<file path="src/rtl/spi_fifo_pkg.sv">
package spi_fifo_pkg;
  localparam int FIFO_DEPTH = 64;
  localparam int LVL_W      = $clog2(FIFO_DEPTH + 1);
  localparam int DIV_W      = 8;
  localparam int TRIG_W     = 6;
  localparam int ADDR_W     = 3;

  localparam logic [ADDR_W-1:0] ADR_CHAN  = 3'd0;
  localparam logic [ADDR_W-1:0] ADR_TRIG  = 3'd1;
  localparam logic [ADDR_W-1:0] ADR_CS    = 3'd2;
  localparam logic [ADDR_W-1:0] ADR_IRQEN = 3'd3;
  localparam logic [ADDR_W-1:0] ADR_STAT  = 3'd4;
  localparam logic [ADDR_W-1:0] ADR_CLR   = 3'd5;
  localparam logic [ADDR_W-1:0] ADR_DATA  = 3'd6;
  localparam logic [ADDR_W-1:0] ADR_DIV   = 3'd7;

  typedef enum logic [1:0] {SH_IDLE, SH_RUN, SH_LAST} shState_t;

  // strobes and configuration from control to datapath
  typedef struct packed {
    logic             txPush;
    logic [7:0]       txByte;
    logic             rxPop;
    logic             flush;
    logic             txOn;
    logic             rxOn;
    logic             cpol;
    logic             cpha;
    logic             csAuto;
    logic             csLevel;
    logic [DIV_W-1:0] div;
  } ctlStrb_t;

  // state and events from datapath to control
  typedef struct packed {
    logic [LVL_W-1:0] txLevel;
    logic [LVL_W-1:0] rxLevel;
    logic             txFull;
    logic             txEmpty;
    logic             rxFull;
    logic             rxEmpty;
    logic [7:0]       rxHead;
    logic             txDone;
    logic             rxOverEvt;
    logic             txUnderEvt;
  } dpStat_t;
endpackage

</file>
<file path="src/rtl/spi_byte_fifo.sv">
module spi_byte_fifo #(
  parameter int WIDTH = 8,
  parameter int DEPTH = 64
) (
  input  logic                       clk,
  input  logic                       rstN,
  input  logic                       flush,
  input  logic                       push,
  input  logic [WIDTH-1:0]           pushData,
  input  logic                       pop,
  output logic [WIDTH-1:0]           headData,
  output logic [$clog2(DEPTH+1)-1:0] level,
  output logic                       full,
  output logic                       empty
);
  localparam int PW = $clog2(DEPTH);
  localparam int CW = $clog2(DEPTH + 1);

  logic [WIDTH-1:0] mem [DEPTH];
  logic [PW-1:0]    wrPtr, rdPtr;
  logic [CW-1:0]    count;

  function automatic logic [PW-1:0] nextPtr(input logic [PW-1:0] p);
    return (p == PW'(DEPTH - 1)) ? '0 : p + 1'b1;
  endfunction

  always_ff @(posedge clk) begin
    if (push) mem[wrPtr] <= pushData;
  end

  always_ff @(posedge clk or negedge rstN) begin
    if (!rstN) begin
      wrPtr <= '0;
      rdPtr <= '0;
      count <= '0;
    end else if (flush) begin
      wrPtr <= '0;
      rdPtr <= '0;
      count <= '0;
    end else begin
      if (push) wrPtr <= nextPtr(wrPtr);
      if (pop)  rdPtr <= nextPtr(rdPtr);
      case ({push, pop})
        2'b10:   count <= count + 1'b1;
        2'b01:   count <= count - 1'b1;
        default: ;
      endcase
    end
  end

  assign headData = mem[rdPtr];
  assign level    = count;
  assign full     = (count == CW'(DEPTH));
  assign empty    = (count == '0);

  // control must never push into a full FIFO
  a_r7_no_overflow: assert property (@(posedge clk) disable iff (!rstN)
    push |-> !full);
  // control must never pop an empty FIFO
  a_r8_no_underflow: assert property (@(posedge clk) disable iff (!rstN)
    pop |-> !empty);
endmodule

</file>
<file path="src/rtl/spi_shift_dp.sv">
module spi_shift_dp
  import spi_fifo_pkg::*;
(
  input  logic     clk,
  input  logic     rstN,
  input  ctlStrb_t ctl,
  input  logic     miso,
  output dpStat_t  stat,
  output logic     sclk,
  output logic     mosi,
  output logic     csN
);
  logic [7:0]       txHead, rxHead;
  logic [LVL_W-1:0] txLevel, rxLevel;
  logic             txFull, txEmpty, rxFull, rxEmpty;
  logic             txPop, rxPush;

  shState_t         state;
  logic [DIV_W-1:0] divCnt;
  logic [3:0]       edgeCnt;
  logic             sclkQ;
  logic [7:0]       txShift, rxShift;
  logic             tick, sampleEdge, canLoad, finishing;

  spi_byte_fifo #(.WIDTH(8), .DEPTH(FIFO_DEPTH)) i_txFifo (
    .clk(clk), .rstN(rstN), .flush(ctl.flush),
    .push(ctl.txPush), .pushData(ctl.txByte), .pop(txPop),
    .headData(txHead), .level(txLevel), .full(txFull), .empty(txEmpty));

  spi_byte_fifo #(.WIDTH(8), .DEPTH(FIFO_DEPTH)) i_rxFifo (
    .clk(clk), .rstN(rstN), .flush(ctl.flush),
    .push(rxPush), .pushData(rxShift), .pop(ctl.rxPop),
    .headData(rxHead), .level(rxLevel), .full(rxFull), .empty(rxEmpty));

  assign tick       = (state == SH_RUN) && (divCnt == ctl.div);
  assign sampleEdge = (edgeCnt[0] == ctl.cpha);
  assign canLoad    = (state != SH_RUN) && ctl.txOn && !txEmpty && !ctl.flush;
  assign txPop      = canLoad;
  assign finishing  = (state == SH_LAST) && !ctl.flush;
  assign rxPush     = finishing && ctl.rxOn && !rxFull;

  always_ff @(posedge clk or negedge rstN) begin
    if (!rstN) begin
      state   <= SH_IDLE;
      divCnt  <= '0;
      edgeCnt <= '0;
      sclkQ   <= 1'b0;
      txShift <= '0;
      rxShift <= '0;
    end else if (ctl.flush) begin
      state   <= SH_IDLE;
      divCnt  <= '0;
      edgeCnt <= '0;
      sclkQ   <= ctl.cpol;
    end else begin
      case (state)
        SH_IDLE, SH_LAST: begin
          sclkQ <= ctl.cpol;
          if (canLoad) begin
            txShift <= txHead;
            state   <= SH_RUN;
            divCnt  <= '0;
            edgeCnt <= '0;
          end else begin
            state <= SH_IDLE;
          end
        end
        SH_RUN: begin
          if (tick) begin
            divCnt  <= '0;
            sclkQ   <= ~sclkQ;
            edgeCnt <= edgeCnt + 1'b1;
            if (sampleEdge)
              rxShift <= {rxShift[6:0], miso};
            else if (edgeCnt != 4'd0)
              txShift <= {txShift[6:0], 1'b0};
            if (edgeCnt == 4'd15) state <= SH_LAST;
          end else begin
            divCnt <= divCnt + 1'b1;
          end
        end
        default: state <= SH_IDLE;
      endcase
    end
  end

  assign sclk = sclkQ;
  assign mosi = txShift[7];
  assign csN  = ctl.csAuto ? (state == SH_IDLE) : ctl.csLevel;

  always_comb begin
    stat            = '0;
    stat.txLevel    = txLevel;
    stat.rxLevel    = rxLevel;
    stat.txFull     = txFull;
    stat.txEmpty    = txEmpty;
    stat.rxFull     = rxFull;
    stat.rxEmpty    = rxEmpty;
    stat.rxHead     = rxHead;
    stat.txDone     = txEmpty && (state == SH_IDLE);
    stat.rxOverEvt  = finishing && ctl.rxOn && rxFull;
    stat.txUnderEvt = finishing && !ctl.csAuto && !ctl.csLevel && txEmpty;
  end

  // in automatic mode the clock never leaves idle while select is high
  a_r13_auto_cs_frame: assert property (@(posedge clk) disable iff (!rstN)
    (ctl.csAuto && $stable(ctl.cpol) && (sclk != ctl.cpol)) |-> !csN);
  // an idle transmitter parks the clock at its idle level
  a_r2_done_sclk_idle: assert property (@(posedge clk) disable iff (!rstN)
    (stat.txDone && $stable(ctl.cpol)) |-> (sclk == ctl.cpol));
endmodule

</file>
<file path="src/rtl/spi_reg_ctl.sv">
module spi_reg_ctl
  import spi_fifo_pkg::*;
(
  input  logic              clk,
  input  logic              rstN,
  input  logic              busSel,
  input  logic              busWe,
  input  logic [ADDR_W-1:0] busAddr,
  input  logic [31:0]       busWdata,
  output logic [31:0]       busRdata,
  output logic              irq,
  input  dpStat_t           stat,
  output ctlStrb_t          ctl
);
  logic              txOn, rxOn, cpha, cpol, swRst;
  logic [TRIG_W-1:0] txTrig, rxTrig;
  logic              csAuto, csLevel;
  logic [5:0]        irqEn;
  logic [DIV_W-1:0]  div;
  logic              errTxUnder, errTxOver, errRxUnder, errRxOver;

  logic wrStb, rdStb, clrWr;
  logic txPushOk, txOverEvt, rxPopOk, rxUnderEvt;
  logic txRdy, rxRdy;
  logic [5:0] cond;

  assign wrStb      = busSel && busWe;
  assign rdStb      = busSel && !busWe;
  assign clrWr      = wrStb && (busAddr == ADR_CLR);
  assign txPushOk   = wrStb && (busAddr == ADR_DATA) && !swRst && !stat.txFull;
  assign txOverEvt  = wrStb && (busAddr == ADR_DATA) && !swRst && stat.txFull;
  assign rxPopOk    = rdStb && (busAddr == ADR_DATA) && !swRst && !stat.rxEmpty;
  assign rxUnderEvt = rdStb && (busAddr == ADR_DATA) && !swRst && stat.rxEmpty;

  always_ff @(posedge clk or negedge rstN) begin
    if (!rstN) begin
      {txOn, rxOn, cpha, cpol, swRst} <= '0;
      txTrig  <= '0;
      rxTrig  <= '0;
      csAuto  <= 1'b0;
      csLevel <= 1'b1;
      irqEn   <= '0;
      div     <= '0;
    end else if (wrStb) begin
      case (busAddr)
        ADR_CHAN: begin
          txOn  <= busWdata[0];
          rxOn  <= busWdata[1];
          cpha  <= busWdata[2];
          cpol  <= busWdata[3];
          swRst <= busWdata[5];
        end
        ADR_TRIG: begin
          txTrig <= busWdata[5 +: TRIG_W];
          rxTrig <= busWdata[11 +: TRIG_W];
        end
        ADR_CS: begin
          csLevel <= busWdata[0];
          csAuto  <= busWdata[1];
        end
        ADR_IRQEN: irqEn <= busWdata[5:0];
        ADR_DIV:   div   <= busWdata[DIV_W-1:0];
        default: ;
      endcase
    end
  end

  // sticky errors: a new event wins over a clear in the same cycle
  always_ff @(posedge clk or negedge rstN) begin
    if (!rstN) begin
      {errTxUnder, errTxOver, errRxUnder, errRxOver} <= '0;
    end else if (swRst) begin
      {errTxUnder, errTxOver, errRxUnder, errRxOver} <= '0;
    end else begin
      errRxOver  <= (errRxOver  && !(clrWr && busWdata[1])) || stat.rxOverEvt;
      errRxUnder <= (errRxUnder && !(clrWr && busWdata[2])) || rxUnderEvt;
      errTxOver  <= (errTxOver  && !(clrWr && busWdata[3])) || txOverEvt;
      errTxUnder <= (errTxUnder && !(clrWr && busWdata[4])) || stat.txUnderEvt;
    end
  end

  assign txRdy = (stat.txLevel <= LVL_W'(txTrig));
  assign rxRdy = !stat.rxEmpty && (stat.rxLevel >= LVL_W'(rxTrig));
  assign cond  = {errRxOver, errRxUnder, errTxOver, errTxUnder, rxRdy, txRdy};
  assign irq   = |(irqEn & cond);

  always_comb begin
    busRdata = '0;
    case (busAddr)
      ADR_CHAN:  busRdata[5:0] = {swRst, 1'b0, cpol, cpha, rxOn, txOn};
      ADR_TRIG: begin
        busRdata[5 +: TRIG_W]  = txTrig;
        busRdata[11 +: TRIG_W] = rxTrig;
      end
      ADR_CS:    busRdata[1:0] = {csAuto, csLevel};
      ADR_IRQEN: busRdata[5:0] = irqEn;
      ADR_STAT: begin
        busRdata[25]    = stat.txDone;
        busRdata[23:15] = 9'(stat.rxLevel);
        busRdata[14:6]  = 9'(stat.txLevel);
        busRdata[5:0]   = cond;
      end
      ADR_DATA:  busRdata[7:0] = stat.rxEmpty ? 8'h00 : stat.rxHead;
      ADR_DIV:   busRdata[DIV_W-1:0] = div;
      default: ;
    endcase
  end

  always_comb begin
    ctl         = '0;
    ctl.txPush  = txPushOk;
    ctl.txByte  = busWdata[7:0];
    ctl.rxPop   = rxPopOk;
    ctl.flush   = swRst;
    ctl.txOn    = txOn;
    ctl.rxOn    = rxOn;
    ctl.cpol    = cpol;
    ctl.cpha    = cpha;
    ctl.csAuto  = csAuto;
    ctl.csLevel = csLevel;
    ctl.div     = div;
  end

  // an empty read leaves the underrun flag set
  a_r8_underrun_sticks: assert property (@(posedge clk) disable iff (!rstN)
    rxUnderEvt |=> errRxUnder);
  // a clear with no competing event removes the flag
  a_r11_w1c_clears: assert property (@(posedge clk) disable iff (!rstN)
    (clrWr && busWdata[2] && !rxUnderEvt) |=> !errRxUnder);
  // soft reset empties both FIFOs
  a_r12_flush_empties: assert property (@(posedge clk) disable iff (!rstN)
    swRst |=> (stat.txLevel == '0 && stat.rxLevel == '0));
endmodule

</file>
<file path="src/rtl/spi_fifo_master.sv">
module spi_fifo_master
  import spi_fifo_pkg::*;
(
  input  logic        clk,
  input  logic        rstN,
  input  logic        busSel,
  input  logic        busWe,
  input  logic [2:0]  busAddr,
  input  logic [31:0] busWdata,
  output logic [31:0] busRdata,
  output logic        irq,
  output logic        sclk,
  output logic        mosi,
  input  logic        miso,
  output logic        csN
);
  ctlStrb_t ctl;
  dpStat_t  stat;

  spi_reg_ctl i_ctl (
    .clk(clk), .rstN(rstN), .busSel(busSel), .busWe(busWe),
    .busAddr(busAddr), .busWdata(busWdata), .busRdata(busRdata),
    .irq(irq), .stat(stat), .ctl(ctl));

  spi_shift_dp i_dp (
    .clk(clk), .rstN(rstN), .ctl(ctl), .miso(miso),
    .stat(stat), .sclk(sclk), .mosi(mosi), .csN(csN));
endmodule

</file>
<file path="config.mk">
export PLATFORM = sky130hd
export DESIGN_NAME = spi_fifo_master
export DESIGN_NICKNAME = d
export VERILOG_FILES = /design/src/rtl/spi_fifo_pkg.sv /design/src/rtl/spi_byte_fifo.sv /design/src/rtl/spi_shift_dp.sv /design/src/rtl/spi_reg_ctl.sv /design/src/rtl/spi_fifo_master.sv
export SDC_FILE = /design/constraint.sdc
export NUM_CORES = 1
export LEC_CHECK = 0
export BUFFER_PORTS_ARGS = -buffer_cell sky130_fd_sc_hd__buf_4
export CORE_ASPECT_RATIO = 1.25
export CORE_UTILIZATION = 44
export CTS_BUF_LIST = sky130_fd_sc_hd__clkbuf_4 sky130_fd_sc_hd__clkbuf_8
export CTS_CLUSTER_SIZE = 40
export DETAILED_ROUTE_END_ITERATION = 10
export HOLD_SLACK_MARGIN = 0.05
export PLACE_DENSITY_LB_ADDON = 0.1
export SLEW_MARGIN = 40
export SYNTH_ARGS = -nofsm -noshare
export SYNTH_HDL_FRONTEND = slang
export SYNTH_SLANG_ARGS = --single-unit
</file>
<file path="constraint.sdc">
create_clock -name clk -period 2.9 [get_ports clk]
set_input_delay 0.58 -clock clk [delete_from_list [all_inputs] [get_ports clk]]
set_output_delay 0.58 -clock clk [all_outputs]
set_load 0.1 [all_outputs]
</file>
==> flow_summary.ini <==
[outcome]
outcome = finished, violations left
violations = setup timing

[die]
die_h_um = 364
num_io_pins = 76
core_region_area_um2 = 104000
die_area_um2 = 106000
initial_utilization_pct = 44.4
fp.dieW_um = 291
fp-row-count = 132

[clock_tree]
cts_sinks = 1130
ctsLongestPathBuffers = 3
clk_latency_ns = 0.87
cts_tree = built
htree_levels = 4
clkTransAtPathRegs_ns = 0.06
cts_root_buf = clkbuf_8
cts-buffers-inserted = 177

[power]
fin_total_pwr_uw = 38100
vdd_drop_max_mv = 0.487
p_leak_uw = 0.0180
powerDensity_nw_per_um2 = 697

[worst_setup_path]
critPathTopFamily = multiplexers
setup.worst_path.start_class = flop
worstPathArrival_ns = 3.49
cp_common_cell = buf_12
crit_path_top_delay_cell = mux4_2
crit_path_max_incr_delay_ns = 0.58
criticalPathCategory = reg2out
r2r_slack_ns = -0.05
end_kind = output port
crit_required_ns = 2.32
path_buf_inv = 4
path_cells = buf_12, buf_12, buf_16, mux4_2, mux4_2, nand2_1, nand2_1, o21ai_2, a21oi_4, buf_12
cp_max_fo = 6

[timing]
fmax_mhz = 246
maxSlewViolCount = 0
setup_viol = 11
tightest_slew_ns = 0.841
clock-skew-final_ns = 0.0382
period_needed_ns = 4.07
final.setup.tns_ns = -10.10
fin_crit_sh_pct = 140
rsz0062_at_grt = true
relSlewSlack_pct = 43.7
finalHoldViolCount = 0
worst_slack_ns = -1.17

[route]
met2WireLength_um = 63200
wl_met1_um = 46400
drt_iter0_markers = 1616
wl_met3_um = 4520
postRouteAntennaNets = 0
dr.pass1.iters = 5
totalWireLength_um = 118000
top_layer = met4
routedWlPerCell_um = 26.6
vias = 25100
drc = 0
viasPerCell = 5.63

[global_routing]
grt_max_degree = 69
grt_pass1_vias = 26700
gr-usage-all-layers_pct = 22.8
grt_antenna_before_repair = 1
grt_first_pass_wirelength_um = 176000
overflow = 0

[synth]
synth.distinct_cells = 75
synth_edf_count = 1024
async_flop_share_pct = 9.38
synth.ff_latch_count = 1130
syn-cell-area_um2 = 46100
ys.flop_type = edfxtp_1
yosys_warnings = 0
ys_seq_area_share_pct = 72.5
syn_inst = 2553
synth_area_per_cell_um2 = 18.0

[cells_and_area]
nets = 3028
finalInstanceArea_um2 = 54700
area.growth.synth_to_final_pct = 18.8
instances_no_fill = 4452
drive_above_1_share_pct = 34.7

[placed_design]
placed_cells = 4098
port_buffers = 51
place_area_um2 = 50300
post-place-ws_ns = -0.547
routabilityCongestion = 0.887
dp_hpwl_um = 77300

[worst_hold_path]
hold_class = in2reg

[flow_run]
maxCapViolations = 0
-- logic make-up (layout without fill, tap and decap cells) --
logic type / Yosys count / in the layout / share of synthesized area (%)
adder cells (fa/ha/maj): 23 / 23 / 0.625
flip-flops: 1130 / 1130 / 72.5
buffers and inverters: 175 / 722 / 1.74
other: 1 / 13 / 0.00814
XOR/XNOR: 26 / 26 / 0.494
multiplexers: 399 / 399 / 15.4
AND/OR/NAND/NOR: 519 / 519 / 5.23
AO/OA/AOI/OAI: 280 / 280 / 3.97
-- power breakdown --
group	internal (uW)	switching (uW)	total, uW
Sequential	18200	464	18700
Clock	7430	6290	13700
Combinational	2510	3210	5720
-- layer usage --
| metal | global-route usage, % | vias to the layer above |
|---|---|---|
| li1 | - | 11100 |
| met1 | 27.3 | 13100 |
| met2 | 41.0 | 633 |
| met3 | 3.72 | 222 |
| met4 | 9.33 | 0 |
| met5 | 0 | - |
-- through the flow --
step | utilization (%) | hold WS [ns]
2_1_floorplan | - | 0.284
3_3_place_gp | 48.4 | 0.524
3_5_place_dp | 48.5 | 0.529
4_1_cts | 52.6 | 0.122
5_1_grt | 52.7 | 0.155
6_report | 52.7 | 0.208
-- synthesized netlist by cell type, drive strengths merged (5+ instances only) --
cell,instances,area [um^2]
a22o,8,70.1
or3,12,80.1
nand4,7,43.8
o22ai,25,156
a221oi,6,52.6
nand2b,9,56.3
mux2,46,522
nand3b,7,52.6
a211oi,31,258
inv,23,86.3
buf,79,439
a32oi,6,52.6
xnor2,5,43.8
or4,9,75.1
xor2,21,184
a22oi,12,90.1
a2111oi,12,105
nand2,101,379
mux2i,109,1090
nand3,44,220
mux4,244,5500
nor2b,43,269
a21oi,55,275
nor4,7,50.1
dfrtp,105,2630
a31oi,16,100
o21ai,75,375
o31ai,7,52.6
and3,14,87.6
edfxtp,1024,30700
nor2,238,893
ha,23,288
nor3,8,45.0
clkbuf,70,263
-- flip-flops by register name, indices dropped and copies added (netlist names), 2 cells and up --
signal / count
i_ctl.rxTrig: 6
i_dp.edgeCnt: 4
i_dp.rxShift: 8
i_dp.i_txFifo.level: 7
i_dp.i_rxFifo.mem: 512
i_dp.i_rxFifo.level: 7
i_dp.i_txFifo.rdPtr: 6
i_ctl.irqEn: 6
i_ctl.div: 8
i_dp.i_rxFifo.wrPtr: 6
i_dp.i_rxFifo.rdPtr: 6
i_dp.divCnt: 8
i_dp.i_txFifo.wrPtr: 6
i_ctl.txTrig: 6
i_dp.i_txFifo.mem: 512
i_dp.txShift: 8
i_dp.state: 2
-- final timing paths --
check / startpoint / to / depth (start not counted)
max in group asynchronous: rstN / i_dp.rxShift[1]$_DFFE_PN0P_ / 3
worst max-delay path: i_dp.i_rxFifo.rdPtr[0]$_DFFE_PN0P_ / busRdata[7] / 10
worst max register to register: i_dp.i_txFifo.level[1]$_DFFE_PN0P_ / i_dp.i_txFifo.level[4]$_DFFE_PN0P_ / 12
worst min-delay path: busWdata[4] / i_dp.i_txFifo.mem[54][4]$_DFFE_PP_ / 1
worst min register to register: i_ctl.irqEn[4]$_DFFE_PN0P_ / i_ctl.irqEn[4]$_DFFE_PN0P_ / 1
min in group asynchronous: rstN / i_dp.i_txFifo.level[3]$_DFFE_PN0P_ / 2
-- timing repair --
item,CTS,global route
pin swaps,26,19
hold endpoints to repair,43,0
buffers inserted,10,6
gates resized for setup,84,20
hold buffers,11,0
cloned,4,0
endpoints found under the setup margin,11,30
-- final cells by class --
type	count	area, um^2
Clock inverter	78	619
Sequential cell	1130	33400
Fill cell	8403	49000
Multi-Input combinational cell	1256	12500
Timing Repair Buffer	374	3420
Antenna cell	4	10.0
Clock buffer	244	2990
Inverter	26	97.6
Tap cell	1340	1680
-- cells in the final DEF (no fill, tap or decap), drive strengths merged, types with 9 or more instances in the layout --
cell type    instances
edfxtp            1024
buf                363
mux4               244
clkbuf             244
nor2               238
mux2i              109
dfrtp              105
nand2              101
o21ai               75
clkinv              63
a21oi               55
mux2                46
nand3               44
nor2b               43
inv                 32
a211oi              31
o22ai               25
ha                  23
xor2                21
a31oi               16
and3                14
a22oi               12
or3                 12
a2111oi             12
dlygate4sd3         11
conb                 9
nand2b               9
or4                  9
(Power assumes the default switching activity.)
